$ cat src/rtl/btu_pkg.sv
package btu_pkg;

    localparam int KIND_W = 3;

    typedef enum logic [KIND_W-1:0] {
        BK_REL   = 3'd0,
        BK_ZFWD  = 3'd1,
        BK_CALL  = 3'd2,
        BK_XREG  = 3'd3,
        BK_XCALL = 3'd4,
        BK_TBYTE = 3'd5,
        BK_THALF = 3'd6,
        BK_NONE  = 3'd7
    } br_kind_e;

    typedef enum logic [1:0] {
        ST_IDLE = 2'd0,
        ST_READ = 2'd1,
        ST_DONE = 2'd2
    } btu_state_e;

    function automatic logic is_table(input br_kind_e k);
        return (k == BK_TBYTE) || (k == BK_THALF);
    endfunction

endpackage

$ cat src/rtl/btu_table_addr.sv
module btu_table_addr
    import btu_pkg::*;
#(
    parameter int AW = 32,
    parameter int DW = 16
) (
    input  br_kind_e         kind,
    input  logic [AW-1:0]    base,
    input  logic [AW-1:0]    index,
    input  logic [DW-1:0]    rdata,
    output logic [AW-1:0]    entry_addr,
    output logic             entry_half,
    output logic [DW-1:0]    entry_off
);
    localparam int BYTE_W = 8;

    always_comb begin
        entry_half = (kind == BK_THALF);
        if (entry_half) begin
            entry_addr = base + (index << 1);
            entry_off  = rdata;
        end else begin
            entry_addr = base + index;
            entry_off  = {{(DW-BYTE_W){1'b0}}, rdata[BYTE_W-1:0]};
        end
    end
endmodule

$ cat src/rtl/btu_target_calc.sv
module btu_target_calc
    import btu_pkg::*;
#(
    parameter int AW = 32,
    parameter int ZW = 7,
    parameter int DW = 16
) (
    input  br_kind_e         kind,
    input  logic [AW-1:0]    addr,
    input  logic             wide,
    input  logic [AW-1:0]    imm,
    input  logic [AW-1:0]    rn,
    input  logic             taken,
    input  logic [DW-1:0]    tbl_off,
    input  logic             cur_mode,
    output logic [AW-1:0]    target,
    output logic [AW-1:0]    link_val,
    output logic             link_wr,
    output logic             new_mode,
    output logic             fault
);
    localparam logic [AW-1:0] PC_BIAS = AW'(4);

    logic [AW-1:0] pc_base, seq_pc, rel_tgt, zfwd_tgt, tbl_tgt, reg_tgt;
    logic          reg_bad;

    always_comb begin
        pc_base  = addr + PC_BIAS;
        seq_pc   = addr + (wide ? AW'(4) : AW'(2));
        rel_tgt  = pc_base + {imm[AW-1:1], 1'b0};
        zfwd_tgt = pc_base + {{(AW-ZW){1'b0}}, imm[ZW-1:1], 1'b0};
        tbl_tgt  = pc_base + {{(AW-DW-1){1'b0}}, tbl_off, 1'b0};
        reg_tgt  = {rn[AW-1:1], 1'b0};
        reg_bad  = (rn[1:0] == 2'b10);
        link_val = seq_pc | AW'(1);
    end

    always_comb begin
        target   = seq_pc;
        link_wr  = 1'b0;
        new_mode = cur_mode;
        fault    = 1'b0;
        if (taken) begin
            unique case (kind)
                BK_REL:   target = rel_tgt;
                BK_ZFWD:  target = zfwd_tgt;
                BK_CALL: begin
                    target  = rel_tgt;
                    link_wr = 1'b1;
                end
                BK_XREG, BK_XCALL: begin
                    if (reg_bad) begin
                        fault = 1'b1;
                    end else begin
                        target   = reg_tgt;
                        new_mode = rn[0];
                        link_wr  = (kind == BK_XCALL);
                    end
                end
                BK_TBYTE, BK_THALF: target = tbl_tgt;
                BK_NONE:  target = seq_pc;
            endcase
        end
    end
endmodule

$ cat src/rtl/btu_branch_unit.sv
module btu_branch_unit
    import btu_pkg::*;
#(
    parameter int AW = 32,
    parameter int ZW = 7,
    parameter int DW = 16
) (
    input  logic                clk,
    input  logic                rst_n,
    input  logic                start,
    input  logic [KIND_W-1:0]   br_kind,
    input  logic [AW-1:0]       insn_addr,
    input  logic                insn_wide,
    input  logic [AW-1:0]       imm,
    input  logic [AW-1:0]       rn_val,
    input  logic [AW-1:0]       rm_val,
    input  logic                taken,
    input  logic                mem_ack,
    input  logic [DW-1:0]       mem_rdata,
    output logic                busy,
    output logic                done,
    output logic [AW-1:0]       next_pc,
    output logic                link_we,
    output logic [AW-1:0]       link_reg,
    output logic                mode_compact,
    output logic                align_fault,
    output logic                mem_req,
    output logic [AW-1:0]       mem_addr,
    output logic                mem_half
);
    btu_state_e    st_q, st_d;

    br_kind_e      kind_q;
    logic [AW-1:0] addr_q, imm_q, rn_q, rm_q;
    logic          wide_q, taken_q;

    br_kind_e      kind_in;
    logic          accept, tbl_go, load_res;

    br_kind_e      c_kind;
    logic [AW-1:0] c_addr, c_imm, c_rn;
    logic          c_wide, c_taken;

    logic [DW-1:0] tbl_off;
    logic [AW-1:0] c_target, c_link;
    logic          c_link_wr, c_mode, c_fault;

    logic [AW-1:0] pc_q, link_q;
    logic          lwe_q, fault_q, mode_q;

    assign kind_in  = br_kind_e'(br_kind);
    assign accept   = (st_q == ST_IDLE) && start;
    assign tbl_go   = taken && is_table(kind_in);
    assign load_res = (accept && !tbl_go) || ((st_q == ST_READ) && mem_ack);

    // state register
    always_ff @(posedge clk) begin
        if (!rst_n) st_q <= ST_IDLE;
        else        st_q <= st_d;
    end

    // next-state logic
    always_comb begin
        st_d = st_q;
        unique case (st_q)
            ST_IDLE: if (start) st_d = tbl_go ? ST_READ : ST_DONE;
            ST_READ: if (mem_ack) st_d = ST_DONE;
            ST_DONE: st_d = ST_IDLE;
            default: st_d = ST_IDLE;
        endcase
    end

    // operand capture
    always_ff @(posedge clk) begin
        if (!rst_n) begin
            kind_q  <= BK_NONE;
            addr_q  <= '0;
            imm_q   <= '0;
            rn_q    <= '0;
            rm_q    <= '0;
            wide_q  <= 1'b0;
            taken_q <= 1'b0;
        end else if (accept) begin
            kind_q  <= kind_in;
            addr_q  <= insn_addr;
            imm_q   <= imm;
            rn_q    <= rn_val;
            rm_q    <= rm_val;
            wide_q  <= insn_wide;
            taken_q <= taken;
        end
    end

    // live operands in idle, captured ones while reading
    always_comb begin
        if (st_q == ST_IDLE) begin
            c_kind  = kind_in;
            c_addr  = insn_addr;
            c_imm   = imm;
            c_rn    = rn_val;
            c_wide  = insn_wide;
            c_taken = taken;
        end else begin
            c_kind  = kind_q;
            c_addr  = addr_q;
            c_imm   = imm_q;
            c_rn    = rn_q;
            c_wide  = wide_q;
            c_taken = taken_q;
        end
    end

    btu_table_addr #(.AW(AW), .DW(DW)) u_tbl (
        .kind       (kind_q),
        .base       (rn_q),
        .index      (rm_q),
        .rdata      (mem_rdata),
        .entry_addr (mem_addr),
        .entry_half (mem_half),
        .entry_off  (tbl_off)
    );

    btu_target_calc #(.AW(AW), .ZW(ZW), .DW(DW)) u_calc (
        .kind     (c_kind),
        .addr     (c_addr),
        .wide     (c_wide),
        .imm      (c_imm),
        .rn       (c_rn),
        .taken    (c_taken),
        .tbl_off  (tbl_off),
        .cur_mode (mode_q),
        .target   (c_target),
        .link_val (c_link),
        .link_wr  (c_link_wr),
        .new_mode (c_mode),
        .fault    (c_fault)
    );

    // result registers
    always_ff @(posedge clk) begin
        if (!rst_n) begin
            pc_q    <= '0;
            link_q  <= '0;
            lwe_q   <= 1'b0;
            fault_q <= 1'b0;
            mode_q  <= 1'b1;
        end else begin
            lwe_q   <= load_res && c_link_wr;
            fault_q <= load_res && c_fault;
            if (load_res) begin
                pc_q   <= c_target;
                mode_q <= c_mode;
            end
            if (load_res && c_link_wr) link_q <= c_link;
        end
    end

    // outputs
    always_comb begin
        busy         = (st_q != ST_IDLE);
        done         = (st_q == ST_DONE);
        mem_req      = (st_q == ST_READ);
        next_pc      = pc_q;
        link_we      = lwe_q;
        link_reg     = link_q;
        mode_compact = mode_q;
        align_fault  = fault_q;
    end
endmodule

$ cat config.mk
export PLATFORM = sky130hd
export DESIGN_NAME = btu_branch_unit
export DESIGN_NICKNAME = d
export VERILOG_FILES = /design/src/rtl/btu_pkg.sv /design/src/rtl/btu_table_addr.sv /design/src/rtl/btu_target_calc.sv /design/src/rtl/btu_branch_unit.sv
export SDC_FILE = /design/constraint.sdc
export NUM_CORES = 1
export LEC_CHECK = 0
export CAP_MARGIN = 40
export CORE_ASPECT_RATIO = 1.5
export CORE_UTILIZATION = 50
export DETAILED_ROUTE_END_ITERATION = 8
export DONT_BUFFER_PORTS = 1
export GPL_TIMING_DRIVEN = 0
export HOLD_SLACK_MARGIN = 0.1
export SYNTH_ARGS = -nofsm -noshare
export SYNTH_HDL_FRONTEND = slang
export SYNTH_SLANG_ARGS = --single-unit
$ cat constraint.sdc
create_clock -name clk -period 6.4 [get_ports clk]
set_input_delay 0.64 -clock clk [delete_from_list [all_inputs] [get_ports clk]]
set_output_delay 0.64 -clock clk [all_outputs]
set_load 0.1 [all_outputs]
==> results.cfg, run 1 <==
[yosys]
syn_area_um2 = 15400
ys_types = 79
ys.flop_type = dfxtp_1
synth-edff-count = 0
yosysSeqAreaShare_pct = 26.0
ys_warn_count = 0
syn_area_per_cell_um2 = 7.57
async_reset_ff_share_pct = 0
synth_nets = 2292
yosys_register_bits = 201
synthCells = 2041

[critical_path]
start_kind = flip-flop
crit_type = flip-flop to flip-flop
r2r_cells = 21
worstPathRequired_ps = 6820
reg2reg_from = st_q[1]
cp.arrival_ps = 6670
crit_path_end_kind = flip-flop
path_max_fanout = 10
worstSetupStartpoint = st_q[1]

[grt]
antenna_found_initial = 0
grtUsageTotal_pct = 37.6
grt_overflow = 0
grt_pass1_vias = 15980
grt_pass1_wl_um = 90500
grt_start_max_net_pins = 20

[floorplanning]
start_util_pct = 50.9
fp.dieH_um = 217
die_area_um2 = 31600
core_um2 = 30400
io_pins = 256
die_x_um = 146
fp-row-count = 78

[sta]
post-route-period-util_pct = 97.6
period_needed_ps = 6240
clock_skew_ps = 17.3
worst_pin_slew_ps = 875
slew_viol_final = 0
final-hold-violation-count = 0
setup_viol = 0
slew_headroom_pct = 41.7
max_freq_mhz = 160
whs_ps = 234

[clock_network]
htree_levels = 1
cts_root_buf = clkbuf_16
tritoncts = yes
hold_buffers = 0
clock_sinks = 201
cts_buffer_depth = 3
cts.clk_slew.worst_paths_ps = 70
insertion_delay_ps = 540
tritoncts.num_buffers = 22

[routing]
routedWlPerCell_um = 23.5
drc = 0
avgViaCountPerCell = 6.02
vias = 15564
drt_iter0_markers = 847
ant_nets = 0
routed_wl_um = 60800
first_pass_iters = 8

[power]
ir_drop_mv = 0.244
power_w = 0.00484
swShare_pct = 40.1
p_leak_nw = 8.02
intPower_w = 0.00290
combPwrFrac_pct = 40.4
switching_power_w = 0.00194
powerDensity_nw_per_um2 = 252
seqPwrFrac_pct = 29.8
p_clk_share_pct = 29.8

[placed_design]
placed_cells = 2547
place.gp.congestion = 0.971
dp_hpwl_um = 50000
port_buffers = 0

[final_layout]
fin_util_pct = 63.2
diodes = 0
seq_area_um2 = 4020
fin_nets = 2421
fin_cells = 2585
final_common_cell = nand2_1
layout_common_cells = nand2_1, dfxtp_1, a21boi_0
area_growth_pct = 24.2
drive_gt1_share_pct = 11.1
multiInputGateArea_um2 = 10900
n_fill_cell = 2672

[min_path]
hp-start = br_kind[1]
min_path_type = input pin to flip-flop
hold_path_depth = 2

[flow_run]
maxCapViolCount = 0

[run_status]
status = finished clean
==> worst max-delay path: stages, from the launching register on <==
cell and delay [ps]:
dfxtp_1 430, nor2_4 370, buf_2 380, clkbuf_4 360, buf_4 310, buf_2 370
clkbuf_4 380, buf_2 300, nand2_1 80, nand2_1 180, ha_1 220, inv_1 60
fa_1 480, a221oi_2 380, o211ai_1 330, or3_1 420, buf_6 150, nor2_2 90
xor2_1 340, o221ai_1 210, a21oi_1 200, nor2_1 60
==> cell type report <==
cell class              count  area share [%]
multi-input cells        1678            56.9
flip-flops and latches    201            21.0
repair buffers            107            11.7
clock buffers              30            3.45
plain buffers             115            2.67
well taps                 400            2.61
inverters                  45           0.880
clock inverters             9           0.769
==> layer usage <==
metal / up-vias / share of wire, % / GRT usage (%)
li1: 7471 / - / -
met1: 7291 / 36 / 37.5
met2: 598 / 50 / 69.4
met3: 204 / 5.3 / 5.51
met4: 0 / 8.6 / 30.6
met5: - / 0 / 0
==> power groups by stage <==
stage | sequential, W | combinational, W | clock, W
CTS | 0.00144 | 0.00194 | 0.00145
floorplan | 0.00162 | 0.00107 | 0
global placement | 0.00165 | 0.00137 | 0
finish | 0.00144 | 0.00196 | 0.00144
global route | 0.00145 | 0.00206 | 0.00151
detailed placement | 0.00147 | 0.00193 | 0
==> Yosys cell counts (all sizes together), types with 4 or more instances <==
cell type,instances,share of area [%]
nand3b,5,0.24
o31ai,10,0.52
nand2b,20,0.81
mux2i,97,6.3
and2,11,0.45
nor4,5,0.20
xnor2,65,3.7
nor3,26,0.92
fa,4,0.52
a21oi,118,3.8
a221oi,24,1.4
a211oi,12,0.58
buf,28,1.1
a211o,5,0.28
o211ai,19,1.0
a21boi,135,6.6
o21bai,11,0.53
and4,6,0.34
a22oi,5,0.28
nand2,449,11
a21o,38,1.8
o21ai,105,3.4
or2,10,0.40
dfxtp,201,26
o211a,5,0.32
o22ai,15,0.61
mux2,6,0.44
nor2,113,2.8
nand3,27,0.87
or3,12,0.49
nor2b,39,1.6
and3,10,0.40
o221ai,6,0.34
clkbuf,89,2.2
o41ai,4,0.23
nand4bb,6,0.44
a31oi,30,1.2
nand4,14,0.57
o21a,12,0.58
inv,45,1.1
xor2,61,3.5
nor3b,8,0.39
ha,94,7.6
==> path summary, 6_finish.rpt <==
path / endpoint / slack, ps
setup / recovery: next_pc[25] / 160
hold / removal: kind_q[1] / 230
setup reg to reg: next_pc[25] / 160
hold reg to reg: imm_q[16] / 460
==> kinds of logic after synthesis <==
| logic type | after synthesis | synth area share (%) |
|---|---|---|
| AOI/OAI and AO/OA | 582 | 25.3 |
| xor gates and xnor gates | 126 | 7.14 |
| adders and majority gates | 98 | 8.13 |
| buffers and inverters | 162 | 4.37 |
| DFF | 201 | 26.0 |
| muxes | 103 | 6.72 |
| and+or+nand+nor | 769 | 22.3 |
==> stage by stage <==
step	TNS, ps	setup WS [ps]	area [um2]
global route	-1.02	-1.02	19200
global placement	-9950	-738	16000
detailed placement	-1390	-264	18400
CTS	0	39.5	19200
floorplan	0	1350	15400
finish	0	156	19200
==> what timing repair did <==
action | in CTS | in global routing
setup endpoints to repair | 13 | 7
resized for setup | 4 | 4
buffers inserted | 0 | 1
pin swaps | 0 | 0
Note: power is estimated with default switching activity, not from simulation.
==> inputs of run 2 (changes only) <==
Clock period 6.4 ns to 7 ns, I/O delays scaled along.
==> run 2 against run 1 <==
  * Non-clock buffer count is 1 higher
  * Count of clock-buffer cells in the layout stayed put
  * Clock skew is 4.6 ps lower
  * Cell area is 0.12% lower
  * Combinational power is 9% lower
  * Utilization is 0.074 points lower
  * Critical endpoint unchanged
  * Largest power group unchanged
  * Highest routed layer unchanged
==> results.cfg, run 2 (same netlist as run 1, synthesis figures left out) <==
[clock_network]
insertion_delay_ps = 530
hold_buffers = 0
tritoncts.num_buffers = 22
tritoncts = yes
htree_levels = 1
cts_setup_buffers = 0
cts.clk_slew.worst_paths_ps = 70
cts_resized = 0
cts_buffer_depth = 3
clock_sinks = 201
cts_root_buf = clkbuf_16

[final_layout]
fin_cells = 2586
area_growth_pct = 24.1
diodes = 0
layout_common_cells = nand2_1, dfxtp_1, a21boi_0
n_fill_cell = 2679
multiInputGateArea_um2 = 10900
fin_nets = 2422
seq_area_um2 = 4020
fin_util_pct = 63.2
drive_gt1_share_pct = 11.0
final_common_cell = nand2_1

[critical_path]
cp.arrival_ps = 7260
start_kind = flip-flop
crit_path_end_kind = flip-flop
path_max_fanout = 10
crit_type = flip-flop to flip-flop
worstPathRequired_ps = 7420

[routing]
avgViaCountPerCell = 6.06
drt_iter0_markers = 904
vias = 15683
routedWlPerCell_um = 23.7
first_pass_iters = 5
ant_nets = 0
routed_wl_um = 61200
drc = 0

[sta]
max_freq_mhz = 146
setup_viol = 0
period_needed_ps = 6850
post-route-period-util_pct = 97.8
final-hold-violation-count = 0
slew_headroom_pct = 37.8
rsz0062_at_grt = false
clock_skew_ps = 12.7
tns_ps = 0
worst_pin_slew_ps = 934
slew_viol_final = 0
layout_setup_ws_ps = 153

[grt]
grt_overflow = 0
grt_pass1_wl_um = 90800
antenna_found_initial = 0
grtUsageTotal_pct = 37.8
grt_pass1_vias = 15984
grt_start_max_net_pins = 14

[placed_design]
post-place-ws_ps = 336
port_buffers = 0
placed_cells = 2547
dp_hpwl_um = 50000
place.gp.congestion = 0.971

[power]
ir_drop_mv = 0.222
p_leak_nw = 8.02
powerDensity_nw_per_um2 = 231

[floorplanning]
die_x_um = 146
core_um2 = 30400
die_area_um2 = 31600
io_pins = 256
fp-row-count = 78
start_util_pct = 50.9
fp.dieH_um = 217

[run_status]
status = finished clean

[min_path]
min_path_type = input pin to flip-flop

[flow_run]
maxCapViolCount = 0
-- run 2: cell count changes in the layout (fill, tap and decap cells not counted) --
cell / delta
a31oi_1: +1
a31oi_2: -1
buf_2: +6
buf_4: -2
clkbuf_1: +1
clkbuf_4: -4
nor2_2: +1
nor2_4: -1
-- run 2: critical path: stages (launching register included) --
cell and delay (ps):
dfxtp_1 560, nor2_2 230, inv_2 110, buf_2 380, clkbuf_1 750, buf_1 700
buf_2 700, nand2_1 120, nand2_1 220, ha_1 220, inv_1 60, fa_1 480
a221oi_2 370, o211ai_1 360, or3_1 430, buf_6 150, nor2_2 90, xor2_1 330
o221ai_1 200, a21oi_1 190, nor2_1 60
-- run 2: per-stage QoR --
stage | power [W] | hold WS (ps) | area [um2]
2_1_floorplan | 0.00246 | 439 | 15400
5_1_grt | 0.00458 | 303 | 19200
6_report | 0.00443 | 295 | 19200
4_1_cts | 0.00442 | 283 | 19200
3_5_place_dp | 0.00311 | 458 | 18400
3_3_place_gp | 0.00276 | 449 | 16000
-- run 2: power breakdown --
| part | internal (W) | switching [W] | total [W] |
|---|---|---|---|
| logic | 0.000621 | 0.00117 | 0.00179 |
| registers | 0.00122 | 0.0000969 | 0.00132 |
| clock network | 0.000807 | 0.000514 | 0.00132 |
| total | 0.00265 | 0.00178 | 0.00443 |
-- run 2: routing by layer --
metal / up-vias / global-route usage (%) / wire length [um] / part of all wire (%)
li1: 7471 / - / - / -
met1: 7330 / 37.8 / 21900 / 36
met2: 660 / 69.5 / 30500 / 50
met3: 222 / 5.66 / 3470 / 5.7
met4: 0 / 30.9 / 5370 / 8.8
met5: - / 0 / 0 / 0
-- run 2: worst paths after layout --
check / start / end / slack [ps] / cells past startpoint
worst min-delay path: br_kind[1] / kind_q[1] / 300 / 2
worst max-delay path: st_q[0] / next_pc[25] / 150 / 20
worst max register to register: st_q[0] / next_pc[25] / 150 / 20
worst min register to register: imm_q[16] / imm_q[16] / 460 / 2
-- run 2: area by class of cell --
class,count,share of cell area [%]
Multi-Input combinational cell,1678,56.9
Sequential cell,201,21.0
Timing Repair Buffer,106,11.7
Clock buffer,30,3.45
Buffer,117,2.66
Tap cell,400,2.61
Inverter,45,0.881
Clock inverter,9,0.770
